==> src/rtl/opu_pkg.sv <==
// Package: shared operation encoding for the arithmetic unit.
// Assumes a 3-bit operation code; code values are fixed by the unit's behaviour.
package opu_pkg;
    typedef enum logic [2:0] {
        OP_PASS_A = 3'd0,
        OP_PASS_B = 3'd1,
        OP_NEG_A  = 3'd2,
        OP_NEG_B  = 3'd3,
        OP_ADD_U  = 3'd4,
        OP_ADD_S  = 3'd5,
        OP_SUB_AB = 3'd6,
        OP_SUB_BA = 3'd7
    } opu_op_e;
endpackage

==> src/rtl/opu_ctrl.sv <==
// Module: opu_ctrl
// Decodes the operation code into per-operand negate/pass lines and forms the
// invalid flag from operand signs, result sign and adder carry-out.
// Assumes the datapath negates with invert-plus-one and blocks unpassed operands to zero.
module opu_ctrl
    import opu_pkg::*;
(
    input  logic [2:0] op_i,
    input  logic       sign_a_i,
    input  logic       sign_b_i,
    input  logic       sign_x_i,
    input  logic       carry_i,
    output logic       neg_a_o,
    output logic       pass_a_o,
    output logic       neg_b_o,
    output logic       pass_b_o,
    output logic       inv_o
);
    opu_op_e op_e;
    assign op_e = opu_op_e'(op_i);

    // Steering lines for the two operand paths.
    always_comb begin
        neg_a_o  = (op_e == OP_NEG_A) || (op_e == OP_SUB_BA);
        neg_b_o  = (op_e == OP_NEG_B) || (op_e == OP_SUB_AB);
        pass_a_o = op_i[2] | ~op_i[0];
        pass_b_o = op_i[2] |  op_i[0];
    end

    // Invalid-result flag, one test per operation code.
    always_comb begin
        unique case (op_e)
            OP_PASS_A, OP_PASS_B: inv_o = 1'b0;
            OP_NEG_A:  inv_o = sign_a_i & sign_x_i;
            OP_NEG_B:  inv_o = sign_b_i & sign_x_i;
            OP_ADD_U:  inv_o = carry_i;
            OP_ADD_S:  inv_o = (sign_a_i == sign_b_i) && (sign_x_i != sign_a_i);
            OP_SUB_AB: inv_o = (sign_a_i != sign_b_i) && (sign_x_i != sign_a_i);
            OP_SUB_BA: inv_o = (sign_a_i != sign_b_i) && (sign_x_i != sign_b_i);
            default:   inv_o = 1'b0;
        endcase
    end
endmodule

==> src/rtl/opu_cond_neg.sv <==
// Module: opu_cond_neg
// One operand path: optional bitwise inversion, an incrementer that adds the
// negate bit, then a gate that yields zero when the operand is not passed.
// Assumes W >= 2.
module opu_cond_neg #(
    parameter int W = 4
) (
    input  logic [W-1:0] val_i,
    input  logic         neg_i,
    input  logic         pass_i,
    output logic [W-1:0] val_o
);
    logic [W-1:0] inv;
    logic [W-1:0] inc;
    logic [W-1:0] cy;

    // Conditional ones' complement.
    assign inv   = val_i ^ {W{neg_i}};
    assign cy[0] = neg_i;

    // Half-adder chain adding the negate bit.
    for (genvar i = 0; i < W; i++) begin : g_inc
        assign inc[i] = inv[i] ^ cy[i];
        if (i < W - 1) begin : g_cy
            assign cy[i+1] = inv[i] & cy[i];
        end
    end

    // Block the operand when it does not reach the adder.
    assign val_o = pass_i ? inc : '0;
endmodule

==> src/rtl/opu_ripple_add.sv <==
// Module: opu_ripple_add
// Ripple-carry adder built from one full-adder cell per bit.
module opu_ripple_add #(
    parameter int W = 4
) (
    input  logic [W-1:0] a_i,
    input  logic [W-1:0] b_i,
    input  logic         cin_i,
    output logic [W-1:0] sum_o,
    output logic         cout_o
);
    logic [W:0] c;
    assign c[0] = cin_i;

    // Full-adder cells.
    for (genvar i = 0; i < W; i++) begin : g_fa
        assign sum_o[i] = a_i[i] ^ b_i[i] ^ c[i];
        assign c[i+1]   = (a_i[i] & b_i[i]) | (c[i] & (a_i[i] ^ b_i[i]));
    end

    assign cout_o = c[W];
endmodule

==> src/rtl/opu_arith4.sv <==
// Module: opu_arith4 (top)
// Combinational multi-mode arithmetic unit: two conditional negate paths feed a
// single adder with carry-in tied low; the controller forms the invalid flag.
// Assumes signed operands in two's complement; no clock or state.
module opu_arith4 #(
    parameter int W = 4
) (
    input  logic [W-1:0] a_i,
    input  logic [W-1:0] b_i,
    input  logic [2:0]   op_i,
    output logic [W-1:0] x_o,
    output logic         v_o
);
    logic         neg_a, pass_a, neg_b, pass_b;
    logic [W-1:0] pa, pb;
    logic         carry;

    opu_ctrl u_ctrl (
        .op_i     (op_i),
        .sign_a_i (a_i[W-1]),
        .sign_b_i (b_i[W-1]),
        .sign_x_i (x_o[W-1]),
        .carry_i  (carry),
        .neg_a_o  (neg_a),
        .pass_a_o (pass_a),
        .neg_b_o  (neg_b),
        .pass_b_o (pass_b),
        .inv_o    (v_o)
    );

    opu_cond_neg #(.W(W)) u_path_a (
        .val_i (a_i), .neg_i (neg_a), .pass_i (pass_a), .val_o (pa)
    );

    opu_cond_neg #(.W(W)) u_path_b (
        .val_i (b_i), .neg_i (neg_b), .pass_i (pass_b), .val_o (pb)
    );

    opu_ripple_add #(.W(W)) u_add (
        .a_i (pa), .b_i (pb), .cin_i (1'b0), .sum_o (x_o), .cout_o (carry)
    );
endmodule

==> config.mk <==
export PLATFORM = sky130hd
export DESIGN_NAME = opu_arith4
export DESIGN_NICKNAME = d
export VERILOG_FILES = /design/src/rtl/opu_pkg.sv /design/src/rtl/opu_ctrl.sv /design/src/rtl/opu_cond_neg.sv /design/src/rtl/opu_ripple_add.sv /design/src/rtl/opu_arith4.sv
export SDC_FILE = /design/constraint.sdc
export NUM_CORES = 1
export LEC_CHECK = 0
export ABC_AREA = 0
export ABC_CLOCK_PERIOD_IN_PS = 8150
export CORE_AREA = 3 3 51 53
export DETAILED_ROUTE_END_ITERATION = 7
export DIE_AREA = 0 0 54 56
export GPL_TIMING_DRIVEN = 0
export PLACE_DENSITY_LB_ADDON = 0.08
export SYNTH_ARGS = -nofsm -noshare
export SYNTH_HDL_FRONTEND = slang
export SYNTH_HIERARCHICAL = 1
export SYNTH_SLANG_ARGS = --single-unit
==> constraint.sdc <==
create_clock -name vclk -period 8.15
set_input_delay 2.445 -clock vclk [all_inputs]
set_output_delay 2.445 -clock vclk [all_outputs]
set_load 0.05 [all_outputs]
==> reports/qor.csv <==
metric,value,unit
status,finished clean,
Rows,17,
Synth Cell Area,503.0,um2
fmax,123.0,MHz
Register Area,0,um2
Ports,16,
Die Ht,56,um
sequential-to-total area share from yosys stat,0,
clkbuf count,0,
Final #Nets,104,
Routed WL per cell,9.780,um
post-DP HPWL,812.9,um
seq_cells,0,
first-pass iteration count of the detailed router,2,
final count of hold timing violations,0,
CP startpoint kind,primary input,
layout cells sized above 1,0.3704,
CP endpoint kind,output port,
Final Util,0.3712,
Starting Density,0.2296,
peak supply drop,0.1612,mV
DRC,0,
Ys Warns,6,
Final min period,8.131,ns
# port buffers,15,
Final Max Tran Viols,0,
final period utilization,0.9976,
GP Congestion,0.6249,
initial antenna violation count,0,
leakage power,0.3926,nW
Syn-to-layout area delta,61.69,%
Max-Cap Viols,0,
Post-Synthesis Mean Instance Area,8.246,um2
Fillers,251,
Slew headroom,0.6679,
Cells after Synth,61,
Post-DRT Antenna Nets,0,
GRT overflow,0,
Hold Path Stages,4,
Crit Path Category,primary input to output port,
Setup Viol. Count Final,0,
Avg Vias per Cell,4.055,
DIE WIDTH,54,um
RSZ-0062 raised after global routing,yes,
hold slack final,5.327,ns
Syn Nets,82,
DIE AREA,3024,um2
P per Cell Area,168.4,nW/um2
WP data required,5.71,ns
"Arr. time, crit path",5.69,ns
placed inst area,743.2,um2
first-pass GRT wire length,1.925,mm
Slew @ Worst Pin,0.4966,ns
vias post-DR,442,
Placeable Area,2191,um2
Hold EP,v_o,
min-delay worst type,primary input to output port,
fin area,813.3,um2
"critical path fanouts, max",4,
gr usage total,0.08008,
largest net degree at the start of global routing,8,
"Distinct cells, synth",24,
vias in the first global route,432,
min-delay src,op_i[2],
ANT cells,0,
"wirelength, routed",1.066,mm
Iter 0 DRT Violations,3,
## layout make-up
class / instances / area, um2 / share of cell area
Timing Repair Buffer: 20 / 187.7 / 0.2308
Tap cell: 28 / 35.03 / 0.04308
Multi-Input combinational cell: 46 / 514.2 / 0.6323
Inverter: 14 / 56.30 / 0.06923
Buffer: 1 / 20.02 / 0.02462
## placed cells by master, fill, tap and decap left out, drive strengths merged, types with 2 or more instances in the layout
master	n
inv	13
clkdlybuf4s50	9
buf	8
and2	7
ha	6
xor2	4
fa	4
xnor2	4
nor2b	3
dlygate4sd2	2
nand2b	2
mux2i	2
xnor3	2
nand2	2
## power by group
group	switching [mW]	leakage (nW)	internal, mW
Clock	0	0	0
Combinational	0.0795	0.393	0.0575
Sequential	0	0	0
## synth_stat cells (2+ instances only)
cell type  instances  share of area
and2_1             7          0.087
ha_1               6           0.15
fa_1               4           0.16
xnor3_1            2          0.090
mux2i_1            2          0.040
nand2b_1           2          0.025
nor2b_2            2          0.035
inv_1             13          0.097
xnor2_1            4          0.070
xor2_1             4          0.070
nand2_1            2          0.015
## logic make-up after synthesis
group	Yosys count	synth area share
AOI/OAI and AO/OA	3	0.04479
buffers and inverters	15	0.1269
other	1	0.007456
muxes	2	0.03980
xor gates and xnor gates	10	0.2288
adders and majority gates	10	0.3085
and+or+nand+nor	20	0.2438
## repair_timing
item	4_1_cts	5_1_grt
pin swaps	13	1
endpoints found under the setup margin	4	2
resized for setup	28	3
hold buffers	0	0
setup buffers	5	0
## routing by layer
layer | vias up | part of all wire | GRT usage
met4 | 0 | 0 | 0
met2 | 10 | 0.46 | 0.1263
met3 | 0 | 0.060 | 0.002681
li1 | 226 | - | -
met5 | - | 0 | 0
met1 | 206 | 0.48 | 0.1262
## critical path, cell delays in order
cell and delay, ns:
buf_12 0.11, xnor2_4 0.18, and2_4 0.19, ha_4 0.19
xnor2_1 0.11, and2_1 0.15, fa_2 0.36, inv_2 0.06
fa_2 0.19, inv_2 0.04, fa_2 0.35, inv_2 0.06
fa_1 0.43, clkinvlp_4 0.13, xnor2_2 0.12, mux2i_1 0.20
nand3_1 0.15, nand2_4 0.09, buf_8 0.14
## how the worst max path moves through the flow
stage | from | to | slack (ns)
floorplan | op_i[0] | v_o | -0.06
global placement | op_i[2] | v_o | -1.39
detailed placement | op_i[2] | v_o | -1.35
CTS | op_i[0] | v_o | -0.04
global route | op_i[0] | v_o | -0.15
finish | op_i[0] | v_o | 0.02
## stage by stage
| step | std cells | setup TNS, ns | power, mW | setup slack, ns |
|---|---|---|---|---|
| 2_1_floorplan | 61 | -0.05886 | 0.09766 | -0.05886 |
| 3_3_place_gp | 104 | -2.566 | 0.1297 | -1.390 |
| 3_5_place_dp | 104 | -2.452 | 0.1280 | -1.351 |
| 4_1_cts | 109 | -0.04079 | 0.1400 | -0.04079 |
| 5_1_grt | 109 | -0.1460 | 0.1491 | -0.1460 |
| 6_report | 109 | 0 | 0.1370 | 0.01934 |
No activity file was read; power rests on OpenSTA's default activity.
